**src/rtl/async_tx_pkg.sv**
```systemverilog
package async_tx_pkg;
  localparam int unsigned OVS_FULL = 16;
  localparam int unsigned OVS_HALF = 8;

  typedef enum logic {
    ST_IDLE,
    ST_SHIFT
  } tx_state_e;
endpackage

```
**src/rtl/async_tx_fifo.sv**
```systemverilog
module async_tx_fifo #(
  parameter int unsigned DW    = 8,
  parameter int unsigned DEPTH = 16,
  localparam int unsigned AW   = (DEPTH > 1) ? $clog2(DEPTH) : 1,
  localparam int unsigned CW   = $clog2(DEPTH + 1)
) (
  input  logic          clk_i,
  input  logic          rst_ni,
  input  logic          push_i,
  input  logic [DW-1:0] data_i,
  input  logic          pop_i,
  output logic [DW-1:0] data_o,
  output logic [CW-1:0] count_o,
  output logic          full_o,
  output logic          empty_o
);
  logic [DW-1:0] mem_q [DEPTH];
  logic [AW-1:0] wr_ptr_q, rd_ptr_q;
  logic [CW-1:0] count_q;
  logic          push_ok, pop_ok;

  assign full_o  = (count_q == CW'(DEPTH));
  assign empty_o = (count_q == '0);
  assign push_ok = push_i & ~full_o;
  assign pop_ok  = pop_i & ~empty_o;
  assign data_o  = mem_q[rd_ptr_q];
  assign count_o = count_q;

  function automatic logic [AW-1:0] ptr_next(input logic [AW-1:0] p);
    return (p == AW'(DEPTH - 1)) ? '0 : p + AW'(1);
  endfunction

  always_ff @(posedge clk_i or negedge rst_ni) begin
    if (!rst_ni) begin
      wr_ptr_q <= '0;
      rd_ptr_q <= '0;
      count_q  <= '0;
    end else begin
      if (push_ok) wr_ptr_q <= ptr_next(wr_ptr_q);
      if (pop_ok)  rd_ptr_q <= ptr_next(rd_ptr_q);
      case ({push_ok, pop_ok})
        2'b10:   count_q <= count_q + CW'(1);
        2'b01:   count_q <= count_q - CW'(1);
        default: count_q <= count_q;
      endcase
    end
  end

  always_ff @(posedge clk_i) begin
    if (push_ok) mem_q[wr_ptr_q] <= data_i;
  end

  a_r9_count_bound: assert property (@(posedge clk_i) disable iff (!rst_ni)
    count_q <= CW'(DEPTH));

  a_r9_full_drop: assert property (@(posedge clk_i) disable iff (!rst_ni)
    (push_i && full_o && !pop_i) |=> (count_o == $past(count_o)));
endmodule

```
**src/rtl/async_tx_shifter.sv**
```systemverilog
module async_tx_shifter
  import async_tx_pkg::*;
#(
  parameter int unsigned DW         = 8,
  parameter int unsigned OVS_FULL_P = OVS_FULL,
  parameter int unsigned OVS_HALF_P = OVS_HALF,
  localparam int unsigned FW        = DW + 3,
  localparam int unsigned TW        = $clog2(OVS_FULL_P),
  localparam int unsigned BW        = $clog2(FW + 1)
) (
  input  logic          clk_i,
  input  logic          rst_ni,
  input  logic          en_i,
  input  logic          tick_i,
  input  logic          half_rate_i,
  input  logic          par_en_i,
  input  logic          par_odd_i,
  input  logic          avail_i,
  input  logic [DW-1:0] data_i,
  output logic          pop_o,
  output logic          ser_o,
  output logic          busy_o,
  output logic          done_o
);
  tx_state_e     state_q;
  logic [FW-1:0] shreg_q;
  logic [TW-1:0] tcnt_q, last_tick;
  logic [BW-1:0] bidx_q, nbits_q;
  logic          bit_end, frame_end, par_bit;
  logic [FW-1:0] frame_d;

  assign busy_o    = (state_q == ST_SHIFT);
  assign last_tick = half_rate_i ? TW'(OVS_HALF_P - 1) : TW'(OVS_FULL_P - 1);
  assign bit_end   = busy_o & tick_i & (tcnt_q == last_tick);
  assign frame_end = bit_end & (bidx_q == nbits_q - BW'(1));
  assign pop_o     = en_i & ~busy_o & avail_i;
  assign done_o    = en_i & frame_end;
  assign ser_o     = busy_o ? shreg_q[0] : 1'b1;
  assign par_bit   = (^data_i) ^ par_odd_i;

  // without parity the slot after the data holds a second stop bit, never sent
  assign frame_d = par_en_i ? {1'b1, par_bit, data_i, 1'b0}
                            : {2'b11, data_i, 1'b0};

  always_ff @(posedge clk_i or negedge rst_ni) begin
    if (!rst_ni) begin
      state_q <= ST_IDLE;
      shreg_q <= '1;
      tcnt_q  <= '0;
      bidx_q  <= '0;
      nbits_q <= BW'(FW - 1);
    end else if (!en_i) begin
      state_q <= ST_IDLE;
      shreg_q <= '1;
      tcnt_q  <= '0;
      bidx_q  <= '0;
    end else begin
      case (state_q)
        ST_IDLE: begin
          if (avail_i) begin
            shreg_q <= frame_d;
            nbits_q <= par_en_i ? BW'(FW) : BW'(FW - 1);
            tcnt_q  <= '0;
            bidx_q  <= '0;
            state_q <= ST_SHIFT;
          end
        end
        ST_SHIFT: begin
          if (tick_i) begin
            if (bit_end) begin
              tcnt_q  <= '0;
              shreg_q <= {1'b1, shreg_q[FW-1:1]};
              if (frame_end) state_q <= ST_IDLE;
              else           bidx_q  <= bidx_q + BW'(1);
            end else begin
              tcnt_q <= tcnt_q + TW'(1);
            end
          end
        end
        default: state_q <= ST_IDLE;
      endcase
    end
  end

  a_r3_start_bit: assert property (@(posedge clk_i) disable iff (!rst_ni)
    pop_o |=> !ser_o);

  a_r6_hold_without_tick: assert property (@(posedge clk_i) disable iff (!rst_ni)
    (busy_o && en_i && !tick_i) |=> $stable(ser_o));

  a_r7_abort_idle: assert property (@(posedge clk_i) disable iff (!rst_ni)
    !en_i |=> !busy_o);
endmodule

```
**src/rtl/async_tx_pin_ctl.sv**
```systemverilog
module async_tx_pin_ctl (
  input  logic clk_i,
  input  logic rst_ni,
  input  logic en_i,
  input  logic ser_i,
  input  logic port_wr_i,
  input  logic port_oe_i,
  input  logic port_dat_i,
  output logic txd_o,
  output logic txd_oe_o
);
  logic oe_q, dat_q;

  always_ff @(posedge clk_i or negedge rst_ni) begin
    if (!rst_ni) begin
      oe_q  <= 1'b1;
      dat_q <= 1'b1;
    end else if (port_wr_i) begin
      oe_q  <= port_oe_i;
      dat_q <= port_dat_i;
    end
  end

  // unregistered so an abort hands over the line in the same cycle
  assign txd_o    = en_i ? ser_i : dat_q;
  assign txd_oe_o = en_i | oe_q;

  a_r8_break_holds: assert property (@(posedge clk_i) disable iff (!rst_ni)
    (!en_i && !txd_o && !port_wr_i) |=> (en_i || !txd_o));
endmodule

```
**src/rtl/async_tx_brk.sv**
```systemverilog
module async_tx_brk #(
  parameter int unsigned DW    = 8,
  parameter int unsigned DEPTH = 16,
  localparam int unsigned CW   = $clog2(DEPTH + 1)
) (
  input  logic          clk_i,
  input  logic          rst_ni,
  input  logic          tick_i,
  input  logic          half_rate_i,
  input  logic          par_en_i,
  input  logic          par_odd_i,
  input  logic          tx_en_i,
  input  logic          port_wr_i,
  input  logic          port_oe_i,
  input  logic          port_dat_i,
  input  logic          wr_valid_i,
  input  logic [DW-1:0] wr_data_i,
  input  logic [CW-1:0] thresh_i,
  output logic [CW-1:0] fifo_count_o,
  output logic          fifo_full_o,
  output logic          tx_req_o,
  output logic          tx_end_o,
  output logic          txd_o,
  output logic          txd_oe_o
);
  logic [DW-1:0] q_data;
  logic          q_empty, q_pop, wr_ok;
  logic          sh_ser, sh_busy, sh_done;
  logic          tx_end_q;

  async_tx_fifo #(.DW(DW), .DEPTH(DEPTH)) u_fifo (
    .clk_i   (clk_i),
    .rst_ni  (rst_ni),
    .push_i  (wr_valid_i),
    .data_i  (wr_data_i),
    .pop_i   (q_pop),
    .data_o  (q_data),
    .count_o (fifo_count_o),
    .full_o  (fifo_full_o),
    .empty_o (q_empty)
  );

  async_tx_shifter #(.DW(DW)) u_shift (
    .clk_i       (clk_i),
    .rst_ni      (rst_ni),
    .en_i        (tx_en_i),
    .tick_i      (tick_i),
    .half_rate_i (half_rate_i),
    .par_en_i    (par_en_i),
    .par_odd_i   (par_odd_i),
    .avail_i     (~q_empty),
    .data_i      (q_data),
    .pop_o       (q_pop),
    .ser_o       (sh_ser),
    .busy_o      (sh_busy),
    .done_o      (sh_done)
  );

  async_tx_pin_ctl u_pin (
    .clk_i      (clk_i),
    .rst_ni     (rst_ni),
    .en_i       (tx_en_i),
    .ser_i      (sh_ser),
    .port_wr_i  (port_wr_i),
    .port_oe_i  (port_oe_i),
    .port_dat_i (port_dat_i),
    .txd_o      (txd_o),
    .txd_oe_o   (txd_oe_o)
  );

  assign wr_ok    = wr_valid_i & ~fifo_full_o;
  assign tx_req_o = (fifo_count_o <= thresh_i);
  assign tx_end_o = tx_end_q;

  always_ff @(posedge clk_i or negedge rst_ni) begin
    if (!rst_ni)                  tx_end_q <= 1'b1;
    else if (wr_ok)               tx_end_q <= 1'b0;
    else if (sh_done && q_empty)  tx_end_q <= 1'b1;
  end

  a_r11_end_clear: assert property (@(posedge clk_i) disable iff (!rst_ni)
    wr_ok |=> !tx_end_o);

  a_r11_end_set: assert property (@(posedge clk_i) disable iff (!rst_ni)
    (sh_done && q_empty && !wr_valid_i) |=> tx_end_o);

  a_r12_idle_mark: assert property (@(posedge clk_i) disable iff (!rst_ni)
    (tx_en_i && !sh_busy) |-> (txd_o && txd_oe_o));
endmodule

```
**config.mk**
```make
export PLATFORM = sky130hd
export DESIGN_NAME = async_tx_brk
export DESIGN_NICKNAME = d
export VERILOG_FILES = /design/src/rtl/async_tx_pkg.sv /design/src/rtl/async_tx_fifo.sv /design/src/rtl/async_tx_shifter.sv /design/src/rtl/async_tx_pin_ctl.sv /design/src/rtl/async_tx_brk.sv
export SDC_FILE = /design/constraint.sdc
export NUM_CORES = 1
export LEC_CHECK = 0
export ABC_CLOCK_PERIOD_IN_PS = 2600
export BUFFER_PORTS_ARGS = -buffer_cell sky130_fd_sc_hd__buf_2
export CORE_MARGIN = 3
export CORE_UTILIZATION = 25
export DETAILED_ROUTE_END_ITERATION = 16
export HOLD_SLACK_MARGIN = 0.02
export PLACE_DENSITY_LB_ADDON = 0.3
export SLEW_MARGIN = 20
export SYNTH_ARGS = -nofsm -noshare
export SYNTH_HDL_FRONTEND = slang
export SYNTH_SLANG_ARGS = --single-unit
```
**constraint.sdc**
```tcl
create_clock -name clk_i -period 2.6 [get_ports clk_i]
set_clock_uncertainty 0.2 [all_clocks]
set_input_delay 0.39 -clock clk_i [delete_from_list [all_inputs] [get_ports clk_i]]
set_output_delay 0.39 -clock clk_i [all_outputs]
set_load 0.1 [all_outputs]
```
# Word level (Yosys, flattened, before mapping)
# Memory sizes are Yosys's and may differ from the RTL's.
# Cells that the tools add are included.
# totals
memories	1
ramBits	128
wordCells	86
regBits	40
in_bits	24
output_inout_bits	10
# mem_list
name	depth	width	read_ports	rd_ports_with_merged_regs	wr	line_no	rtl
u_fifo.mem_q	16	8	1	0	1	async_tx_fifo.sv:17	logic [DW-1:0] mem_q [DEPTH];
# classes
order_cmp	1
reduce_logical	9
n_bitwise	13
eq_ne	11
addsub	7
muxes	33
# op_table
operator	n
11-bit two-way mux	4
4-bit two-way mux	11
11-bit case mux with 2 select lines	1
4-bit by 1-bit adder with 4-bit output, second input constant	4
4-bit case mux with 2 select lines	2
1-bit two-way mux	12
3-bit inequality test, second input constant	4
10-bit two-way mux	1
5-bit case mux with 2 select lines	1
1-bit AND	8
4-bit equality test	2
4-bit equality test, second input constant	2
8-bit parity	1
3-bit AND reduction	2
5-bit by 1-bit adder with 5-bit output, second input constant	1
5-bit equality test, second input constant	1
5-bit <= comparator	1
5-bit zero test	1
5-bit by 1-bit subtractor with 5-bit output, second input constant	1
4-bit AND reduction	1
2-bit nonzero test	2
4-bit by 1-bit subtractor with 4-bit output, second input constant	1
1-bit NOT	3
2-bit by 1-bit equality test with 1-bit output, second input constant	1
other kinds (6)	6

# Depth between registers and ports, before layout
# logic_depth
ltp_word	9
depth_mapped	14
ltp_nobuf	14

# Cells and area by module
# From an unflattened synthesis, not the netlist that was laid out.
# hier_totals
cells_unflattened	464
hier_area_um2	7290.7
# modules_own_cells
mod	seq_area_each_um2	area_per_inst_um2	n_inst	cells_each
async_tx_fifo	4169.0	5760.5	1	311
async_tx_shifter	513.0	1275.0	1	125
async_tx_brk	26.3	162.7	1	22
async_tx_pin_ctl	52.6	92.6	1	6

# Worst setup path after synthesis
# Ideal clock, no wire load.
# synth_path
path_type	register to output
startpoint	reg u_fifo.count_q[1] (netlist: u_fifo.count_o[1])
endpoint	out tx_req_o
setup_slack_ns	-1.329
stages_incl_launch_ff	8
t_required_ns	2.010
arrival_ns	3.339
cell_sequence	dfrtp_1 ha_1 nor2b_1 o21ai_0 nand2b_1 a21oi_1 nor2b_1 o22ai_1
# synth_via
elab_chain_len	1
# synth_lines
item	line_no	rtl
start: declaration	async_tx_fifo.sv:19	logic [CW-1:0] count_q;
start signal: assignment	async_tx_fifo.sv:42	2'b10: count_q <= count_q + CW'(1);
start signal: assignment	async_tx_fifo.sv:43	2'b01: count_q <= count_q - CW'(1);
start signal: assignment	async_tx_fifo.sv:44	default: count_q <= count_q;
5-bit <= comparator	async_tx_brk.sv:72	assign tx_req_o = (fifo_count_o <= thresh_i);
end: declaration	async_tx_brk.sv:21	output logic tx_req_o,
# Every way passes these cells.

# Worst setup path in the final report
# Ends and elaborated chain as after synthesis.

==> impl_metrics.env <==
export IMPL_finalWirelength_mm=16.1
export IMPL_vias=4142
export IMPL_coreArea_um2=28000
export IMPL_die_area_um2=30700
export IMPL_cpPeakStageDelay_ps=480
export IMPL_syn_inst=452
export IMPL_antenna_found_initial=0
export IMPL_cts_root_buf="clkbuf_16"
export IMPL_worst_pin_slew_ps=1010
export IMPL_initial_core_util=0.256
export IMPL_layout_drive_gt1_share=0.348
export IMPL_firstDrtPassIters=5
export IMPL_synthAdderAreaFrac=0.0307
export IMPL_regArea_um2=4780
export IMPL_drtIter0Drc=299
export IMPL_rsz0062_at_grt="true"
export IMPL_clk_pin_slew_ps=70
export IMPL_worst_hold_path_type="input pin to flip-flop"
export IMPL_die_h_um=175
export IMPL_async_flop_share=0.220
export IMPL_synth_flop_cell="edfxtp_1"
export IMPL_fmax_ghz=0.368
export IMPL_synth_common_cells="edfxtp_1, nor2_1, nand2_1"
export IMPL_crit_type="flip-flop to primary output"
export IMPL_yosys_area_share_simple=0.0653
export IMPL_worstPathRequired_ps=2010
export IMPL_total_power_mw=10.4
export IMPL_place_inst=883
export IMPL_synth_mux_area_frac=0.121
export IMPL_clk_path_buf_depth=2
export IMPL_dp_final_hpwl_mm=10.9
export IMPL_maxCapViolCount=0
export IMPL_yosysSeqAreaShare=0.664
export IMPL_instances_no_fill=929
export IMPL_setup_ws_ps=-116
export IMPL_vias_per_cell=4.46
export IMPL_path_cells="buf_6 > ha_4 > nor2b_4 > o21ai_2 > nand2b_1 > a21oi_2 > nor2b_2 > o22ai_4 > buf_12"
export IMPL_cts_inserted_buffers=17
export IMPL_post_route_period_util=1.04
export IMPL_fillerInstances=2751
export IMPL_slowest_stage="dfrtp_4"
export IMPL_htreeDepth=4
export IMPL_synth_edf_count=128
export IMPL_synth_xor_area_frac=0.0258
export IMPL_synth_top_area_share=0.536
export IMPL_layout_min_cycle_time_ps=2720
export IMPL_multiInputGateArea_um2=2370
export IMPL_clock_latency_ps=420
export IMPL_die_w_um=175
export IMPL_synth_top_family_by_area="multiplexers"
export IMPL_post_place_ws_ps=-142
export IMPL_synth_cell_type_count=48
export IMPL_ys_ff_latch=164
export IMPL_critPathLaunchType="flip-flop"
export IMPL_antenna_left=0
export IMPL_grt_max_degree=37
export IMPL_areaGrowthSynthToFinish_pct=24.2
export IMPL_drcViolationCount=0
export IMPL_io_pins=34
export IMPL_yosys_warnings=0
export IMPL_p_per_area_nw_per_um2=1160
export IMPL_end_kind="primary output"
export IMPL_cp_max_fo=2
export IMPL_gp_congestion=0.754
export IMPL_port_buffers=33
export IMPL_gr_total_overflow=0
export IMPL_p_leak_nw=3.22
export IMPL_grt_pass1_vias=4212
export IMPL_timing_hold_violations_final=0
export IMPL_cts_sinks=164
export IMPL_rows=61
export IMPL_synth_compound_area_share=0.0651
export IMPL_grt_pass1_wl_mm=24.7
export IMPL_cts_tree="built"
export IMPL_relSlewSlack=0.325
export IMPL_yosysMostFrequentCell="edfxtp_1"
export IMPL_setup_tns_ps=-289
export IMPL_status="finished with violations"
export IMPL_worstPathArrival_ps=2130
export IMPL_finalNetCount=579
export IMPL_wl_per_cell_um=17.4
export IMPL_crit_family="flip-flops"
export IMPL_fin_util=0.318
export IMPL_slew_violations=0
export IMPL_ir_drop_v=0.000532
export IMPL_setup_viol=3
export IMPL_synth_top_area_cell="edfxtp_1"
export IMPL_avgSynthCellArea_um2=15.9
export IMPL_synth_nets=493
export IMPL_syn_cell_area_um2=7170
export IMPL_path_buf_inv=2
export IMPL_failed_checks="negative setup slack"
export IMPL_synth_area_leaders="edfxtp_1, dfrtp_1, mux4_1, dfstp_2, mux4_2"
export IMPL_track_usage=0.107
export IMPL_n_antenna_cell=0
-- final timing paths --
path                               startpoint  slack (ps)  cells after the start                  to
setup / recovery            u_fifo.count_o[1]        -120                      9            tx_req_o
hold / removal                      port_wr_i          40                      2          u_pin.oe_q
setup reg to reg           u_fifo.rd_ptr_q[0]        -100                      8  u_shift.shreg_q[9]
hold reg to reg            u_shift.shreg_q[1]         290                      2  u_shift.shreg_q[0]
max in group asynchronous              rst_ni        1180                      2   u_fifo.count_o[0]
min in group asynchronous              rst_ni         410                      2   u_fifo.count_o[4]
-- layout by cell type, fill, tap and decap left out, drive strengths merged, types with 3 or more instances in the layout --
master,Yosys,final
nand4,4,4
clkbuf,8,19
nor3,4,4
nand2,29,29
nand3,4,4
inv,16,23
and2,6,6
dlygate4sd3,0,3
nor2,34,34
edfxtp,128,128
xor2,8,8
nor2b,9,9
a22o,5,5
ha,16,16
buf,12,84
mux2,3,3
o22a,3,3
a21o,4,4
clkinv,1,5
mux4,27,27
dfrtp,23,23
xnor2,8,8
nand2b,5,5
a21oi,16,16
a221oi,7,7
o21ai,23,23
mux2i,17,17
dfstp,13,13
-- state kept, by name (all words and copies together) (netlist names) --
signal	flops
u_fifo.wr_ptr_q	4
u_fifo.rd_ptr_q	4
u_fifo.mem_q	128
tx_end_o	1
u_pin.dat_q	1
u_shift.busy_o	1
u_shift.bidx_q	4
u_shift.tcnt_q	4
u_shift.nbits_q	1
u_shift.shreg_q	10
u_fifo.count_o	5
u_pin.oe_q	1
-- per-stage QoR --
stage	hold WS (ps)	area (um^2)
after floorplan	-106	7270
after global placement	273	8090
after detailed placement	286	8090
after CTS	26.6	8800
after global routing	24.8	8900
final	40.6	8900
-- power breakdown --
group          internal [mW]  switching [mW]  total [mW]
logic                   2.08            2.33        4.41
registers               3.27           0.254        3.52
clock network           1.35            1.08        2.43
total                   6.70            3.66        10.4
-- routing by layer --
layer,global-route usage,vias up,share of wire
li1,-,1907,-
met1,0.140,2103,0.45
met2,0.176,118,0.49
met3,0.0281,14,0.046
met4,0.0276,0,0.012
met5,0,-,0
-- logic make-up (layout without fill, tap and decap cells) --
kind of cell,count (synthesis),count (layout)
multiplexers,47,47
AO/OA/AOI/OAI,68,68
adder cells (fa/ha/maj),17,17
buffers and inverters,37,136
AND/OR/NAND/NOR,101,101
flip-flops,164,164
XOR/XNOR,18,18
-- timing repair --
action,CTS,global route
setup buffers,6,5
gates resized for setup,25,15
hold buffers,3,0
endpoints found under the setup margin,3,47
hold endpoints to repair,25,0
pin swaps,7,5
-- final cells by class --
class,instances,area share
Multi-Input combinational cell,251,0.266
Clock inverter,13,0.0155
Timing Repair Buffer,87,0.0721
Clock buffer,19,0.0486
Inverter,17,0.00801
Tap cell,378,0.0531
Sequential cell,164,0.536
No activity file was read; power rests on OpenSTA's default activity.
